[config.mk]
export PLATFORM = sky130hd
export DESIGN_NAME = irdata_gen
export DESIGN_NICKNAME = d
export VERILOG_FILES = /design/src/rtl/irdata_gen.sv
export SDC_FILE = /design/constraint.sdc
export NUM_CORES = 1
export LEC_CHECK = 0
export BUFFER_PORTS_ARGS = -buffer_cell sky130_fd_sc_hd__buf_4
export CAP_MARGIN = 10
export CORE_MARGIN = 2
export CORE_UTILIZATION = 60
export DETAILED_ROUTE_END_ITERATION = 10
export MAX_ROUTING_LAYER = met4
export PLACE_DENSITY = 0.86
export SKIP_LAST_GASP = 1
export SLEW_MARGIN = 20
export SYNTH_ARGS = -nofsm -noshare
export SYNTH_HDL_FRONTEND = slang
export SYNTH_SLANG_ARGS = --single-unit
[constraint.sdc]
create_clock -name clk -period 3.65 [get_ports clk]
set_clock_uncertainty 0.2 [all_clocks]
set_input_delay 0.365 -clock clk [delete_from_list [all_inputs] [get_ports clk]]
set_output_delay 0.365 -clock clk [all_outputs]
set_load 0.005 [all_outputs]
[src/rtl/irdata_gen.sv]
module irdata_gen #(
  parameter int CW = 16
) (
  input  logic          clk,
  input  logic          rst_n,
  input  logic          we,
  input  logic [2:0]    addr,
  input  logic [CW-1:0] wdata,
  output logic [CW-1:0] rdata,
  output logic          data_o,
  output logic          irq_o
);
  localparam int RUNB = 8;

  logic en, run, oneshot, bufen, inv, busy;
  logic [CW-1:0] cnt, duty_a, cyc_a, duty_s, cyc_s;
  logic fd, fc;

  wire wr_ctl   = we && addr == 3'd0;
  wire wr_duty  = we && addr == 3'd1;
  wire wr_cyc   = we && addr == 3'd2;
  wire wr_flag  = we && addr == 3'd4;
  wire counting = en && run && !busy;
  wire dmatch   = counting && cnt == duty_a;
  wire cmatch   = counting && cnt == cyc_a;

  assign data_o = (counting && cnt < duty_a) ^ inv;
  assign irq_o  = fd | fc;

  always_comb begin
    rdata = '0;
    case (addr)
      3'd0: begin
        rdata[0] = en; rdata[1] = busy; rdata[2] = oneshot;
        rdata[3] = bufen; rdata[4] = inv; rdata[RUNB] = run;
      end
      3'd1: rdata = duty_a;
      3'd2: rdata = cyc_a;
      3'd3: rdata = cnt;
      3'd4: rdata[1:0] = {fc, fd};
      default: rdata = '0;
    endcase
  end

  always_ff @(posedge clk or negedge rst_n) begin
    if (!rst_n) begin
      {en, run, oneshot, bufen, inv, busy} <= '0;
    end else begin
      busy <= wr_ctl && wdata[1];
      if (wr_ctl) begin
        en      <= wdata[0];
        oneshot <= wdata[2];
        bufen   <= wdata[3];
        inv     <= wdata[4];
        run     <= wdata[RUNB];
      end else if (cmatch && oneshot) begin
        run <= 1'b0;
      end
    end
  end

  always_ff @(posedge clk or negedge rst_n) begin
    if (!rst_n) begin
      cnt <= '0;
      fd  <= 1'b0;
      fc  <= 1'b0;
    end else if (busy) begin
      cnt <= '0;
      fd  <= 1'b0;
      fc  <= 1'b0;
    end else begin
      if (counting)
        cnt <= cmatch ? (oneshot ? cnt : '0) : cnt + 1'b1;
      fd <= dmatch | (fd & ~(wr_flag & wdata[0]));
      fc <= cmatch | (fc & ~(wr_flag & wdata[1]));
    end
  end

  always_ff @(posedge clk or negedge rst_n) begin
    if (!rst_n) begin
      duty_a <= '0; cyc_a <= '0; duty_s <= '0; cyc_s <= '0;
    end else begin
      if (cmatch && bufen) begin
        duty_a <= duty_s;
        cyc_a  <= cyc_s;
      end
      if (wr_duty) begin
        duty_s <= wdata;
        if (!bufen) duty_a <= wdata;
      end
      if (wr_cyc) begin
        cyc_s <= wdata;
        if (!bufen) cyc_a <= wdata;
      end
    end
  end
endmodule


== Word-level counts from Yosys, hierarchy flattened ==
Index checks and enable logic that the tools add are counted.
Cells by class
  add/sub/neg operators: 1
  magnitude comparators: 1
  eq/ne operators: 7
  multiplexer cells: 19
  bitwise gates (word level): 10
  reductions and logical operators: 17
Operators with widths (number)
  $mux W16: 10
  $eq A16 B16 Y1: 2
  $pmux W7 S3: 1
  $add A16 B1 Y16 const B: 1
  $lt A16 B16 Y1: 1
  $logic_and A1 B1 Y1: 12
  $pmux W3 S4: 1
  $pmux W2 S5: 1
  $pmux W3 S3: 1
  $eq A3 B2 Y1 const B: 2
  $and A1 B1 Y1: 4
  $mux W1: 4
  $pmux W1 S4: 1
  $reduce_bool A2 Y1: 2
  $eq A3 B1 Y1 const B: 1
  $eq A3 B3 Y1 const B: 1
  $logic_not A3 Y1: 1
  $ne A3 B3 Y1 const B: 1
  $or A1 B1 Y1: 3
  $not A1 Y1: 2
  $reduce_and A2 Y1: 1
  $logic_not A1 Y1: 1
  $xor A1 B1 Y1: 1
Word-level totals
  bits in registers: 88
  output and inout bits: 18
  logic and storage cells: 68

== Depth between registers and ports, before layout ==
  depth after elaboration: 7
  gate-level depth with buffers: 8
  gate-level depth less buffers: 8

== Least setup slack after synthesis ==
OpenSTA, ideal clock, no wires.
  kind: register to register
  from: register cnt[10]
  to: register cyc_a[0]
  setup time: 0.137 ns
  arrival time: 1.870 ns
  path slack: 1.443 ns
  stages on the path, launching flop included: 9
  path buffers: 2
  cells stage by stage: dfrtp_1 buf_6 xor2_1 nor4_2 nand3_1 nor3_4 buf_6 mux2i_1 a21oi_1
On the way
  word-level cells in the longest chain between the ends: 6
RTL lines
  start, declared: RTL line 16  | logic [CW-1:0] cnt, duty_a, cyc_a, duty_s, cyc_s;
  start signal, assigned: RTL line 73  | cnt <= cmatch ? (oneshot ? cnt : '0) : cnt + 1'b1;
  $eq A16 B16 Y1 (*): RTL line 25  | wire cmatch = counting && cnt == cyc_a;
  $logic_and A1 B1 Y1 (*): RTL line 25
  $logic_and A1 B1 Y1 (*): RTL line 83  | if (cmatch && bufen) begin
  $mux W16 (*): RTL line 83
  $mux W16: RTL line 93  | if (!bufen) cyc_a <= wdata;
  $mux W16 (*): RTL line 91  | if (wr_cyc) begin
  end signal, assigned: RTL line 85  | cyc_a <= cyc_s;
  end signal, assigned: RTL line 93
  end, declared: RTL line 16
Every way passes the cells marked *; elsewhere a longest branch is shown, timed or not.
A chain may end at the register's enable or synchronous reset.

== Final worst setup path ==
  from: register cnt[13]
  to: output data_o
On the way
  word-level cells in the longest chain between the ends: 3
RTL lines
  $lt A16 B16 Y1: RTL line 27  | assign data_o = (counting && cnt < duty_a) ^ inv;
  $logic_and A1 B1 Y1: RTL line 27
  $xor A1 B1 Y1: RTL line 27
  end, declared: RTL line 10  | output logic data_o,
No other way between the ends.

==> out/summary.json <==
{
  "status": "finished clean",
  "synthAdderAreaFrac_pct": 4.284,
  "cts-hold-fix-buffers": 0,
  "initial_utilization_pct": 61.04,
  "hold_violations": 0,
  "crit_path_cell_trace": "ha_1 -> nand4_1 -> nor4_1 -> nand2_1 -> nand4_1 -> xnor2_1 -> buf_4",
  "worst_path_most_repeated_cell": "sky130_fd_sc_hd__nand4_1",
  "syn-cell-area_sq_um": 4965,
  "async_reset_ff_share_pct": 100.0,
  "wl_per_instance_microns": 18.07,
  "fp.dieH_microns": 94.97,
  "synth_simple_gate_area_share_pct": 15.32,
  "final-setup-viol-count": 0,
  "filler_cell_count": 613,
  "setup_repair_after_global_routing_missed_its_margin": "no",
  "hp-class": "input pin to register",
  "min-delay-start": "wdata[12]",
  "synth_edf_count": 0,
  "synth-seq-cells": 88,
  "gr-usage-all-layers_pct": 27.47,
  "most_used_cells_in_the_layout_excluding_fill_and_tap_cells": "sky130_fd_sc_hd__dfrtp_1, sky130_fd_sc_hd__nor2_1, sky130_fd_sc_hd__a21oi_1",
  "fp-row-count": 33,
  "clkTransAtPathRegs_ns": 0.10,
  "sequential_fraction_of_the_synthesis_area_pct": 44.35,
  "viasPerCell": 6.112,
  "grt_pass1_wl_mm": 18.26,
  "timing.critical_path.from_type": "register",
  "ys_types": 48,
  "cellLeakagePower_nw": 2.341,
  "stdcell_area_sq_um": 5474,
  "num_io_pins": 40,
  "clkLatencyLatePin_ns": 0.37,
  "gp_routability_congestion": 0.9699,
  "slew_headroom_pct": 25.17,
  "arrival_ns": 2.52,
  "timing_worst_slew_pin_value_ns": 1.120,
  "setup_tns_ns": 0,
  "route.vias.total": 3869,
  "timing.critical_path.max_delay_family": "simple AND/OR/NAND/NOR gates",
  "crit_type": "register to output port",
  "initialDrtViolationCount": 328,
  "syn-mean-instance-area_sq_um": 10.03,
  "cts_max_level": 3,
  "die_width_microns": 94.97,
  "setup.worst_path.end_class": "output port",
  "grt_max_degree": 89,
  "core_footprint_sq_um": 8134,
  "min_period_ns": 3.082,
  "synth_compound_area_share_pct": 11.62,
  "final_core_utilization_pct": 67.30,
  "grt.overflow.total": 0,
  "initial_antenna_violation_count": 0,
  "quantity_of_i_o_buffers_inserted_on_ports": 39,
  "crit_required_ns": 3.08,
  "yosys_warnings": 0,
  "hold_depth": 2,
  "drc_errors": 0,
  "via_count_of_the_first_global_routing_pass": 3629,
  "critical_path_peak_fanout": 8,
  "placement.cell_area_sq_um": 5285,
  "num_antenna_cells": 0,
  "design.die.area_sq_um": 9018,
  "drt-pass1-iter-count": 5,
  "synth-xor-area-share_pct": 2.999,
  "tritoncts": "built",
  "mostFrequentLayoutCell": "sky130_fd_sc_hd__dfrtp_1",
  "synth_area_leader_cell": "sky130_fd_sc_hd__dfrtp_1",
  "final_layout_size_suffix_gt1_share_pct": 19.89,
  "p_per_area_nw_per_um2": 503.0,
  "drt_wl_total_mm": 11.44,
  "post_cts.repair.setup_buffers": 0,
  "cts-root-to-sink-buffers": 2,
  "capture_endpoint_of_the_worst_hold_path": "cyc_s[12]",
  "dominant_register_cell_in_the_synthesized_netlist": "sky130_fd_sc_hd__dfrtp_1",
  "cts_repair_resize_count": 0,
  "synthTopCellsByArea": "sky130_fd_sc_hd__dfrtp_1, sky130_fd_sc_hd__mux2_2, sky130_fd_sc_hd__mux2i_1",
  "critical-path-max-stage-delay_ns": 0.59,
  "layout_stage_area_growth_over_the_synthesis_result_pct": 10.26,
  "ff2ff_setup_slack_ns": 0.84,
  "maxClockFrequency_mhz": 324.4,
  "tritoncts.num_buffers": 9,
  "dp.final_hpwl_mm": 7.938,
  "syn_inst": 495,
  "cts.sinks": 88,
  "drv_slew": 0,
  "final_min_period_over_clock_period_pct": 84.45,
  "synth_top_cell_area_share_pct": 44.35,
  "critical_path.n_buffers_inverters": 1,
  "cts-root-buf": "sky130_fd_sc_hd__clkbuf_8",
  "detail-route-antenna-nets": 0,
  "muxShareOfSynthArea_pct": 17.29,
  "crit_path_top_delay_cell": "sky130_fd_sc_hd__nor4_1",
  "synth_top_family_by_area": "multiplexers",
  "drv.max_cap_violation_count": 0,
  "rr_worst_depth": 7,
  "rr_endpoint": "duty_a[5]",
  "reg2reg_from": "cnt[14]",
  "vdd_ir_drop_max_mv": 0.2603,
  "synth_nets": 534,
  "finalNetCount": 563
}
## cell type report
class,count,area [sq um],share of cell area (%)
clock buffers,9,123.9,2.263
clock inverters,6,51.30,0.9371
inverters,21,78.83,1.440
multi-input cells,361,2557,46.72
flip-flops and latches,88,2202,40.23
well taps,105,131.4,2.400
repair buffers,43,329.1,6.011
## sequential cells by signal, indices dropped and copies added, names as in the netlist
| register | count |
|---|---|
| bufen | 1 |
| oneshot | 1 |
| fd | 1 |
| cyc_s | 16 |
| duty_s | 16 |
| duty_a | 16 |
| cyc_a | 16 |
| en | 1 |
| inv | 1 |
| busy | 1 |
| fc | 1 |
| run | 1 |
| cnt | 16 |
## routing by layer
| metal | wire [microns] | GRT usage, % |
|---|---|---|
| met1 | 5419 | 38.62 |
| met2 | 5362 | 41.84 |
| met3 | 467 | 3.911 |
| met4 | 190 | 8.213 |
| met5 | 0 | - |
## worst max-delay path by stage
stage,slack [ns],end,depth (start not counted),from
6_report,0.57,data_o,7,cnt[13]
2_1_floorplan,1.44,cyc_a[0],8,cnt[10]
3_5_place_dp,0.87,cyc_a[7],7,cnt[12]
3_3_place_gp,0.90,cnt[12],6,cnt[12]
5_1_grt,0.56,data_o,7,cnt[13]
4_1_cts,0.64,data_o,7,cnt[13]
## per-stage QoR
stage          cells  total power [mW]  hold WS, ns  worst slack [ns]
2_1_floorplan    495             1.837      -0.1306             1.443
3_3_place_gp     617             2.067       0.2885            0.8955
3_5_place_dp     617             2.118       0.2954            0.8684
4_1_cts          632             2.746      0.05082            0.6380
5_1_grt          633             2.899      0.04345            0.5605
6_report         633             2.754      0.05449            0.5677
## power by group
| group | total, mW | leakage (nW) | switching [mW] | internal [mW] |
|---|---|---|---|---|
| registers | 1.40 | 1.04 | 0.210 | 1.19 |
| clock network | 0.635 | 0.0803 | 0.382 | 0.253 |
| logic | 0.719 | 1.22 | 0.359 | 0.360 |
## synth_stat cells (3+ instances only)
| library cell | instances |
|---|---|
| sky130_fd_sc_hd__a21oi_1 | 45 |
| sky130_fd_sc_hd__a22oi_1 | 10 |
| sky130_fd_sc_hd__and3_1 | 3 |
| sky130_fd_sc_hd__buf_6 | 4 |
| sky130_fd_sc_hd__clkbuf_1 | 18 |
| sky130_fd_sc_hd__dfrtp_1 | 88 |
| sky130_fd_sc_hd__ha_1 | 17 |
| sky130_fd_sc_hd__inv_1 | 21 |
| sky130_fd_sc_hd__mux2_2 | 36 |
| sky130_fd_sc_hd__mux2i_1 | 34 |
| sky130_fd_sc_hd__mux4_2 | 5 |
| sky130_fd_sc_hd__nand2_1 | 37 |
| sky130_fd_sc_hd__nand3_1 | 17 |
| sky130_fd_sc_hd__nand3b_1 | 3 |
| sky130_fd_sc_hd__nand4_1 | 7 |
| sky130_fd_sc_hd__nor2_1 | 51 |
| sky130_fd_sc_hd__nor2b_1 | 8 |
| sky130_fd_sc_hd__nor3_1 | 4 |
| sky130_fd_sc_hd__nor4_1 | 4 |
| sky130_fd_sc_hd__o21ai_0 | 23 |
| sky130_fd_sc_hd__o311ai_0 | 4 |
| sky130_fd_sc_hd__or3_1 | 5 |
| sky130_fd_sc_hd__xnor2_1 | 5 |
| sky130_fd_sc_hd__xor2_1 | 12 |
## logic make-up after synthesis
| group | count (synthesis) |
|---|---|
| fa+ha+maj | 17 |
| buf+inv | 46 |
| mux | 75 |
| simple gates | 154 |
| flops | 88 |
| xor+xnor | 17 |
| compound gates | 98 |
Note: power is estimated with default switching activity, not from simulation.
